==> src/rtl/ppio_pkg.sv <==
package ppio_pkg;

    localparam int DW   = 8;
    localparam int HALF = DW / 2;
    localparam int IXW  = $clog2(DW);

    typedef enum logic [1:0] {
        SEL_A    = 2'd0,
        SEL_B    = 2'd1,
        SEL_C    = 2'd2,
        SEL_CTRL = 2'd3
    } sel_e;

    // 1 = group is an input
    typedef struct packed {
        logic a_in;
        logic b_in;
        logic cu_in;
        logic cl_in;
    } dir_t;

    localparam dir_t DIR_RESET = '{a_in: 1'b1, b_in: 1'b1, cu_in: 1'b1, cl_in: 1'b1};

    typedef struct packed {
        logic           is_cfg;
        dir_t           dir;
        logic [IXW-1:0] bit_idx;
        logic           bit_val;
    } ctl_cmd_t;

    typedef struct packed {
        logic          we_a;
        logic          we_b;
        logic          we_c;
        logic          we_ctl;
        logic [DW-1:0] data;
    } wr_req_t;

    function automatic ctl_cmd_t decode_ctl(input logic [DW-1:0] w);
        ctl_cmd_t c;
        c.is_cfg     = w[7];
        c.dir.a_in   = w[4];
        c.dir.cu_in  = w[3];
        c.dir.b_in   = w[1];
        c.dir.cl_in  = w[0];
        c.bit_idx    = w[IXW:1];
        c.bit_val    = w[0];
        return c;
    endfunction

    function automatic logic [DW-1:0] pick_byte(input logic [DW-1:0] pins,
                                                input logic [DW-1:0] lat,
                                                input logic          is_in);
        return is_in ? pins : lat;
    endfunction

endpackage

==> src/rtl/ppio_bus_fe.sv <==
module ppio_bus_fe
    import ppio_pkg::*;
(
    input  logic          clk,
    input  logic          rst,
    input  logic          cs_n,
    input  logic          wr_n,
    input  logic [1:0]    addr,
    input  logic [DW-1:0] wdata,
    output logic          wr_go,
    output wr_req_t       req
);
    logic act, act_q;

    assign act = ~cs_n & ~wr_n;

    always_ff @(posedge clk) begin
        if (rst) act_q <= 1'b0;
        else     act_q <= act;
    end

    assign wr_go = act & ~act_q;

    always_comb begin
        req        = '0;
        req.data   = wdata;
        if (wr_go) begin
            unique case (sel_e'(addr))
                SEL_A:    req.we_a   = 1'b1;
                SEL_B:    req.we_b   = 1'b1;
                SEL_C:    req.we_c   = 1'b1;
                SEL_CTRL: req.we_ctl = 1'b1;
            endcase
        end
    end
endmodule

==> src/rtl/ppio_ctl_reg.sv <==
module ppio_ctl_reg
    import ppio_pkg::*;
(
    input  logic          clk,
    input  logic          rst,
    input  logic          we,
    input  logic [DW-1:0] data,
    output dir_t          dir,
    output logic          clr_all,
    output logic [DW-1:0] bit_mask,
    output logic          bit_val
);
    ctl_cmd_t cmd;

    assign cmd      = decode_ctl(data);
    assign clr_all  = we & cmd.is_cfg;
    assign bit_mask = (we & ~cmd.is_cfg) ? (DW'(1) << cmd.bit_idx) : '0;
    assign bit_val  = cmd.bit_val;

    always_ff @(posedge clk) begin
        if (rst)          dir <= DIR_RESET;
        else if (clr_all) dir <= cmd.dir;
    end
endmodule

==> src/rtl/ppio_latch.sv <==
module ppio_latch #(
    parameter int W = 8
) (
    input  logic         clk,
    input  logic         rst,
    input  logic         clr,
    input  logic         we,
    input  logic [W-1:0] wdata,
    input  logic [W-1:0] bit_mask,
    input  logic         bit_val,
    output logic [W-1:0] q
);
    always_ff @(posedge clk) begin
        if (rst)      q <= '0;
        else if (clr) q <= '0;
        else if (we)  q <= wdata;
        else          q <= (q & ~bit_mask) | (bit_mask & {W{bit_val}});
    end
endmodule

==> src/rtl/ppio_core.sv <==
module ppio_core
    import ppio_pkg::*;
(
    input  logic          clk,
    input  logic          rst,
    input  logic          cs_n,
    input  logic          rd_n,
    input  logic          wr_n,
    input  logic [1:0]    addr,
    input  logic [DW-1:0] wdata,
    output logic [DW-1:0] rdata,
    input  logic [DW-1:0] pa_in,
    output logic [DW-1:0] pa_out,
    output logic [DW-1:0] pa_oe,
    input  logic [DW-1:0] pb_in,
    output logic [DW-1:0] pb_out,
    output logic [DW-1:0] pb_oe,
    input  logic [DW-1:0] pc_in,
    output logic [DW-1:0] pc_out,
    output logic [DW-1:0] pc_oe
);
    wr_req_t       req;
    logic          wr_go;
    dir_t          dir;
    logic          clr_all;
    logic [DW-1:0] bit_mask;
    logic          bit_val;
    logic [DW-1:0] pc_rd;

    ppio_bus_fe u_fe (
        .clk(clk), .rst(rst), .cs_n(cs_n), .wr_n(wr_n),
        .addr(addr), .wdata(wdata), .wr_go(wr_go), .req(req)
    );

    ppio_ctl_reg u_ctl (
        .clk(clk), .rst(rst), .we(req.we_ctl), .data(req.data),
        .dir(dir), .clr_all(clr_all), .bit_mask(bit_mask), .bit_val(bit_val)
    );

    ppio_latch #(.W(DW)) u_lat_a (
        .clk(clk), .rst(rst), .clr(clr_all), .we(req.we_a), .wdata(req.data),
        .bit_mask('0), .bit_val(1'b0), .q(pa_out)
    );

    ppio_latch #(.W(DW)) u_lat_b (
        .clk(clk), .rst(rst), .clr(clr_all), .we(req.we_b), .wdata(req.data),
        .bit_mask('0), .bit_val(1'b0), .q(pb_out)
    );

    // port C: two independently directed halves
    for (genvar h = 0; h < 2; h++) begin : g_chalf
        logic half_in;
        assign half_in = (h == 1) ? dir.cu_in : dir.cl_in;

        ppio_latch #(.W(HALF)) u_lat_c (
            .clk(clk), .rst(rst), .clr(clr_all), .we(req.we_c),
            .wdata(req.data[h*HALF +: HALF]),
            .bit_mask(bit_mask[h*HALF +: HALF]), .bit_val(bit_val),
            .q(pc_out[h*HALF +: HALF])
        );

        assign pc_oe[h*HALF +: HALF] = {HALF{~half_in}};
        assign pc_rd[h*HALF +: HALF] = half_in ? pc_in[h*HALF +: HALF]
                                               : pc_out[h*HALF +: HALF];
    end

    assign pa_oe = {DW{~dir.a_in}};
    assign pb_oe = {DW{~dir.b_in}};

    always_comb begin
        rdata = '0;
        if (!cs_n && !rd_n) begin
            unique case (sel_e'(addr))
                SEL_A:    rdata = pick_byte(pa_in, pa_out, dir.a_in);
                SEL_B:    rdata = pick_byte(pb_in, pb_out, dir.b_in);
                SEL_C:    rdata = pc_rd;
                SEL_CTRL: rdata = '0;
            endcase
        end
    end
endmodule

==> config.mk <==
export PLATFORM = sky130hd
export DESIGN_NAME = ppio_core
export DESIGN_NICKNAME = d
export VERILOG_FILES = /design/src/rtl/ppio_pkg.sv /design/src/rtl/ppio_bus_fe.sv /design/src/rtl/ppio_ctl_reg.sv /design/src/rtl/ppio_latch.sv /design/src/rtl/ppio_core.sv
export SDC_FILE = /design/constraint.sdc
export NUM_CORES = 1
export LEC_CHECK = 0
export BUFFER_PORTS_ARGS = -buffer_cell sky130_fd_sc_hd__buf_4
export CAP_MARGIN = 20
export CORE_MARGIN = 3
export CORE_UTILIZATION = 31
export CTS_CLUSTER_DIAMETER = 200
export DETAILED_ROUTE_END_ITERATION = 7
export PLACE_DENSITY = 0.64
export SYNTH_ARGS = -nofsm -noshare
export SYNTH_HDL_FRONTEND = slang
export SYNTH_SLANG_ARGS = --single-unit
==> constraint.sdc <==
create_clock -name clk -period 2.4 [get_ports clk]
set_input_delay 0.24 -clock clk [delete_from_list [all_inputs] [get_ports clk]]
set_output_delay 0.24 -clock clk [all_outputs]
set_load 0.02 [all_outputs]
# After elaboration in Yosys (flattened, before gate mapping)
# Cells that the tools add are included.
word_totals:
  wordCells: 52
  regBits: 29
  input_bits: 39
  out_inout_bits: 56
op_classes:
  n_mux: 14
  shift: 1
  bitwise: 20
  reduce_logical: 5
  n_eq_ne: 3
op_table:
  columns: ["cell", "n"]
  rows:
  - ["8-bit 2-to-1 mux", 4]
  - ["8-bit one-hot mux with 4 select lines", 1]
  - ["4-bit 2-to-1 mux", 5]
  - ["4-bit AND", 4]
  - ["1-bit inverter", 8]
  - ["4-bit inverter", 2]
  - ["4-bit OR", 2]
  - ["1-bit by 3-bit << shifter with 8-bit output (first input constant)", 1]
  - ["1-bit AND", 4]
  - ["2-bit equality test (second input constant)", 2]
  - ["1-bit 2-to-1 mux", 4]
  - ["2-bit by 1-bit equality test with 1-bit output (second input constant)", 1]
  - ["1-bit zero test", 2]
  - ["2-bit zero test", 1]
  - ["2-bit OR reduction", 1]
  - ["1-bit logical AND", 1]

# Longest topological paths before layout
# Gate-level depths: netlist of run 1.
logic_depth:
  ltp_word: 10
  ltp_mapped: 7
  ltp_nobuf: 4

# Hierarchy
# From an unflattened synthesis of run 1, not the netlist that was laid out.
hier_totals:
  hier_cells: 217
  area_unflattened_um2: 2164.6
modules_own_cells:
  columns: ["module", "n_inst", "area_per_inst_um2", "seq_area_each_um2", "cells_each"]
  rows:
  - ["ppio_latch at u_lat_a ...", 2, 392.9, 160.2, 34]
  - ["ppio_core", 1, 584.3, 0.0, 72]
  - ["ppio_latch at g_chalf[0].u_lat_c ...", 2, 214.0, 80.1, 17]
  - ["ppio_ctl_reg", 1, 232.7, 80.1, 28]
  - ["ppio_bus_fe", 1, 133.9, 20.0, 15]

# Least setup slack after synthesis of run 1
# Ideal clock, no wire load.
synth_path:
  path_type: "reg2out"
  from: "reg u_ctl.dir[3] (netlist name)"
  to: "out rdata[5]"
  required_ps: 2160
  n_path_buf: 1
  stages_incl_launch_ff: 6
  t_arrival_ps: 1304
  slack_ps: 856
  cell_sequence: "dfxtp_1 > clkbuf_1 > nor2b_1 > a211oi_1 > a211oi_1 > o21a_1"
synth_between:
  elab_chain_cells: 3
synth_rtl:
  columns: ["element", "line", "source"]
  rows:
  - ["8-bit 2-to-1 mux", "ppio_pkg.sv:54", "return is_in ? pins : lat;"]
  - ["8-bit one-hot mux with 4 select lines", "ppio_core.sv:73", "unique case (sel_e'(addr))"]
  - ["8-bit 2-to-1 mux", "ppio_core.sv:72", "if (!cs_n && !rd_n) begin"]
  - ["end: declaration", "ppio_core.sv:11", "output logic [DW-1:0] rdata,"]
# No other way between the ends.

# Worst setup path in the final report of run 1
layout_path:
  from: "reg u_ctl.dir[3] (netlist name)"
  to: "out rdata[3]"
layout_between:
  elab_chain_cells: 3
layout_rtl:
  columns: ["element", "line"]
  rows:
  - ["8-bit 2-to-1 mux", "ppio_pkg.sv:54"]
  - ["8-bit one-hot mux with 4 select lines", "ppio_core.sv:73"]
  - ["8-bit 2-to-1 mux", "ppio_core.sv:72"]
# No other way between the ends.

==> results of run 1 <==
power by group through the flow:
stage | clock network, mW | registers (mW) | logic [mW]
5_1_grt | 0.568 | 0.507 | 0.256
2_1_floorplan | 0 | 0.522 | 0.123
3_5_place_dp | 0 | 0.516 | 0.238
6_report | 0.531 | 0.506 | 0.237
4_1_cts | 0.543 | 0.506 | 0.239
3_3_place_gp | 0 | 0.516 | 0.237
worst max-delay path by stage:
stage	to	slack (ps)	cells past startpoint
finish	rdata[3]	420	5
global route	rdata[0]	230	5
CTS	rdata[2]	400	5
detailed placement	u_lat_b.q[2]	600	6
global placement	u_lat_b.q[4]	620	6
floorplan	rdata[5]	860	5
cell usage after synthesis (all sizes together), types with 2 or more instances:
library cell / n
a211o: 4
a211oi: 12
a21oi: 15
a22oi: 2
and2: 2
and3: 2
buf: 26
clkbuf: 11
dfxtp: 29
inv: 4
mux2i: 34
nand2: 12
nand2b: 2
nand3: 10
nand3b: 2
nand4: 2
nand4b: 3
nor2: 21
nor2b: 7
nor3: 2
o21a: 6
o21ai: 9
or2: 2
worst max-delay path: cells and delay by family (launching register included):
family	cells	cell delay (ps)
compound gates	3	590
buf+inv	1	160
flops	1	620
simple gates	1	90
final cells by class:
| cell class | count | area (µm²) | share of cell area |
|---|---|---|---|
| Clock inverter | 1 | 30.0 | 0.0117 |
| Timing Repair Buffer | 97 | 728 | 0.285 |
| Tap cell | 72 | 90.1 | 0.0352 |
| Sequential cell | 29 | 581 | 0.227 |
| Clock buffer | 7 | 86.3 | 0.0337 |
| Multi-Input combinational cell | 153 | 1030 | 0.402 |
| Inverter | 4 | 15.0 | 0.00587 |
kinds of logic (layout without fill, tap and decap cells):
logic type | after synthesis | after routing | synth area share
AND/OR/NAND/NOR | 70 | 70 | 0.199
buffers and inverters | 41 | 109 | 0.139
flip-flops | 29 | 29 | 0.311
multiplexers | 34 | 34 | 0.182
AO/OA/AOI/OAI | 49 | 49 | 0.169
placed cells by master (no fill, tap or decap), drive strengths merged:
| master | netlist | final |
|---|---|---|
| nand3 | 10 | 10 |
| a31oi | 1 | 1 |
| a22oi | 2 | 2 |
| a211o | 4 | 4 |
| a211oi | 12 | 12 |
| nor3b | 1 | 1 |
| and3 | 2 | 2 |
| nor2b | 7 | 7 |
| mux2i | 34 | 34 |
| o21a | 6 | 6 |
| nand4 | 2 | 2 |
| nor4b | 1 | 1 |
| nand3b | 2 | 2 |
| o21ai | 9 | 9 |
| or2 | 2 | 2 |
| dfxtp | 29 | 29 |
| buf | 26 | 97 |
| inv | 4 | 4 |
| a21oi | 15 | 15 |
| nor2 | 21 | 21 |
| and2 | 2 | 2 |
| nand2b | 2 | 2 |
| nand2 | 12 | 12 |
| and3b | 1 | 1 |
| nor3 | 2 | 2 |
| nand4b | 3 | 3 |
| bufinv | 0 | 1 |
| clkbuf | 11 | 7 |
layer usage:
metal  up-vias  global-route usage  wire length, µm
met5         -                   0                0
met4         0              0.0789               79
met3         7              0.0434              518
met2        77               0.261             2740
met1       840               0.207             2490
li1        898                   -                -
==> results.toml, run 1 <==
[pwr]
p_sw_frac = 0.261
seq_power_share = 0.397
power.total_mw = 1.27
p_clk_frac = 0.417
p_switching_mw = 0.332
irDropWorstVdd_mv = 0.214
comb_power_share = 0.186
p_per_area_nw_per_um2 = 498
internal-power_mw = 0.941
cellLeakagePower_nw = 1.34

[yosys]
syn_inst = 223
syn-num-nets = 262
yosys.area.top_type = "dfxtp_1"
ys_seq_area_frac = 0.311
synth_area_per_cell_um2 = 8.38
synth_top_area_frac = 0.311
synth_area_um2 = 1870
yosysUniqueCellTypes = 33
synthArstFlopShare = 0
synthTopCellsByArea = "dfxtp_1 (31%), mux2i_1 (18%), buf_4 (8.0%)"
synth-edff-count = 0
synth-seq-cells = 29
synthFlopType = "dfxtp_1"
ys_warn_count = 0

[critical_path]
startpoint = "u_ctl.dir[3]"
worst_path_max_delay_cell = "dfxtp_1"
arrival_ps = 1740
crit_top_cell = "a211oi_1"
worstReg2RegEnd = "u_lat_b.q[0]"
path_cells = "nor2b_1 > a211oi_1 > a211oi_1 > o21a_1 > buf_4"
path_max_fanout = 15
r2r_slack_ps = 690
worstSetupStartpointType = "register"
criticalPathCategory = "reg2out"
slowest_delay_ps = 620
cp-end-kind = "output pin"
crit_required_ps = 2160
reg2regPathDepth = 5
r2r-start = "u_fe.act_q"

[routing]
ant_nets = 0
drt_iter0_markers = 94
vias = 1822
wl_per_cell_um = 16.1
wl_um = 5830
drc = 0
viasPerCell = 5.02
drtPass1Iterations = 4

[timing]
slew_headroom = 0.583
rsz0062_at_grt = "false"
worst_pin_slew_ps = 623
timing.fmax_ghz = 0.504
finalSetupTns_ps = 0
maxSlewViolCount = 0
clock-skew-final_ps = 4.05
hold_viol = 0
finalCritPeriodShare = 0.826
setup_viol = 0
worst_slack_ps = 418
whs_ps = 147
min_period_ps = 1980

[cts]
ctsHoldBuffers = 0
postCtsSetupRepairBufs = 0
h-tree-depth = 2
tritoncts = "built"
clk_latency_ps = 290
cts.repair.resized = 0
cts.sinks = 29
numCtsBuffers = 5
clk_path_buf_depth = 2
clockRootBuffer = "clkbuf_8"
clkTransAtPathRegs_ps = 70

[hold_path]
min_path_cells = 2
hold_path_end = "u_fe.act_q"
worstHoldPathType = "in2reg"
hp-start = "wr_n"

[cells_and_area]
areaGrowthSynthToFinish_pct = 37.0
nNetsFinal = 329
diodes = 0
final_core_util = 0.451
final_area_um2 = 2560
fin_cells = 363
final_layout_size_suffix_gt1_frac = 0.378
n_fill_cell = 586

[global_route]
antenna_found_initial = 0
overflow = 0
grt_max_degree = 21
grt_pass1_wl_um = 9130
grtUsageTotal = 0.165
grt_pass1_vias = 1737

[die]
die_x_um = 83.6
core_region_area_um2 = 5680
pin_count = 95
dieArea_um2 = 6990
die_h_um = 83.6
placementRows = 27
initial_core_util = 0.329

[flow_run]
maxCapViolations = 0

[place]
io_buffers = 94
place_hpwl_um = 4460
placed_area_um2 = 2440
gp_congestion = 0.835
place_ws_ps = 605
dp_cells = 355

[status]
status = "finished, final reports clean"
Note: power is estimated with default switching activity, not from simulation.
==> run 2, diff against run 1 <==
ABC_AREA = 1   (was unset)
PLACE_DENSITY = 0.63   (was 0.64)
clock period = 2 ns   (was 2.4 ns; I/O delays follow)
==> results.toml, run 2 <==
[die]
dieArea_um2 = 7330
die_h_um = 85.6
initial_core_util = 0.326
placementRows = 28
die_x_um = 85.6
core_region_area_um2 = 6030
pin_count = 95

[place]
io_buffers = 94
placed_area_um2 = 2610
place_ws_ps = 432
dp_cells = 454
place_hpwl_um = 5040
gp_congestion = 0.851

[cts]
ctsHoldBuffers = 0
cts.sinks = 29
cts.repair.resized = 0
postCtsSetupRepairBufs = 0
numCtsBuffers = 5
clockRootBuffer = "clkbuf_8"
clkTransAtPathRegs_ps = 70
clk_path_buf_depth = 2
clk_latency_ps = 280
tritoncts = "built"
h-tree-depth = 2

[critical_path]
cp-end-kind = "output pin"
crit_required_ps = 1800
reg2regPathDepth = 8
endpoint = "rdata[4]"
worstSetupStartpointType = "register"
path_max_fanout = 10
criticalPathCategory = "reg2out"
r2r_slack_ps = 600
startpoint = "u_ctl.dir[2]"
worstReg2RegEnd = "u_lat_a.q[7]"
arrival_ps = 1640
r2r-start = "u_fe.act_q"

[timing]
worst_pin_slew_ps = 465
setup_viol = 0
hold_viol = 0
min_period_ps = 1840
timing.fmax_ghz = 0.544
finalSetupTns_ps = 0
whs_ps = 92.9
clock-skew-final_ps = 4.32
rsz0062_at_grt = "false"
slew_headroom = 0.690
finalCritPeriodShare = 0.919
maxSlewViolCount = 0
worst_slack_ps = 162

[routing]
wl_per_cell_um = 13.7
vias = 2190
wl_um = 6320
viasPerCell = 4.74
drc = 0
drt_iter0_markers = 123
ant_nets = 0
drtPass1Iterations = 5

[global_route]
use_met2 = 0.275
use_met1 = 0.226
antenna_found_initial = 0
grt_max_degree = 17
grt_pass1_wl_um = 9780
busiest_layer = "met2"
grtUsageTotal = 0.170
overflow = 0
grt_pass1_vias = 2016
grt_use_met3 = 0.0461

[cells_and_area]
final_layout_size_suffix_gt1_frac = 0.341
diodes = 0
nNetsFinal = 425
final_area_um2 = 2720
mostFrequentLayoutCell = "buf_4"
mostFrequentLayoutCells = "buf_4 (102), nand2_1 (63), nor2_1 (44), inv_1 (29), dfxtp_1 (29)"
seqCellArea_um2 = 581
final_core_util = 0.451
n_fill_cell = 644
fin_cells = 462
areaGrowthSynthToFinish_pct = 38.1
multiInputGateArea_um2 = 1030

[pwr]
cellLeakagePower_nw = 1.33
p_per_area_nw_per_um2 = 535
power.total_mw = 1.45
irDropWorstVdd_mv = 0.334

[yosys]
syn_inst = 306
ys_seq_area_frac = 0.295
synth_top_area_frac = 0.295
syn-num-nets = 345
yosysUniqueCellTypes = 24
yosysMostFrequentCell = "nand2_1"
synthFlopType = "dfxtp_1"
synth_common_cells = "nand2_1 (63), nor2_1 (44), dfxtp_1 (29), inv_1 (29), o21ai_0 (28)"
synth_area_um2 = 1970
ys_warn_count = 0
synth_area_per_cell_um2 = 6.42
synth-seq-cells = 29
synth-edff-count = 0
yosys.area.top_type = "dfxtp_1"
synthArstFlopShare = 0
synthTopCellsByArea = "dfxtp_1 (30%), nand2_1 (12%), nor2_1 (8.4%)"

[flow_run]
maxCapViolations = 0

[hold_path]
worstHoldPathType = "in2reg"

[status]
status = "finished, final reports clean"
## run 2: cell count changes in the layout (fill, tap and decap cells not counted), moves of 10 or more
cell / delta
nand2_1: +51
a21oi_2: +10
a211oi_1: -12
nor2_1: +23
mux2i_1: -34
inv_1: +25
o21ai_0: +19
nand3_1: +13
## run 2: where the power goes
group / switching [mW] / total (mW) / leakage (nW) / internal, mW
logic: 0.178 / 0.309 / 1.04 / 0.131
clock network: 0.234 / 0.545 / 0.0542 / 0.311
registers: 0.00840 / 0.599 / 0.235 / 0.591
## run 2: cells by family (layout without fill, tap and decap cells)
group,count (synthesis),in the layout,synth area share
AO/OA/AOI/OAI,65,65,0.195
flip-flops,29,29,0.295
buffers and inverters,65,146,0.181
AND/OR/NAND/NOR,147,147,0.328
## run 2: worst min path at each step
stage / startpoint / to / cells after the start
3_5_place_dp: wr_n / u_fe.act_q / 2
6_report: wr_n / u_fe.act_q / 2
5_1_grt: wr_n / u_fe.act_q / 2
2_1_floorplan: rst / u_fe.act_q / 1
3_3_place_gp: wr_n / u_fe.act_q / 2
4_1_cts: wr_n / u_fe.act_q / 2
## run 2: layout make-up
cell class / count / area share
inverter: 36 / 0.0535
clock inverter: 1 / 0.00184
multi-input combinational: 212 / 0.379
sequential: 29 / 0.214
clock buffer: 7 / 0.0355
timing repair buffer: 102 / 0.282
tap: 75 / 0.0346
## run 2: worst max-delay path, stage by stage, from the launching register on
cell,delay [ps]
dfxtp_1,330
clkinv_1,250
buf_4,260
o21ai_0,160
o211ai_1,110
nand2_1,70
inv_1,30
buf_4,140
## run 2: layer usage
metal / part of all wire / wire (µm)
met5: 0 / 0
met4: 0.0073 / 46
met3: 0.10 / 638
met2: 0.45 / 2840
met1: 0.44 / 2790
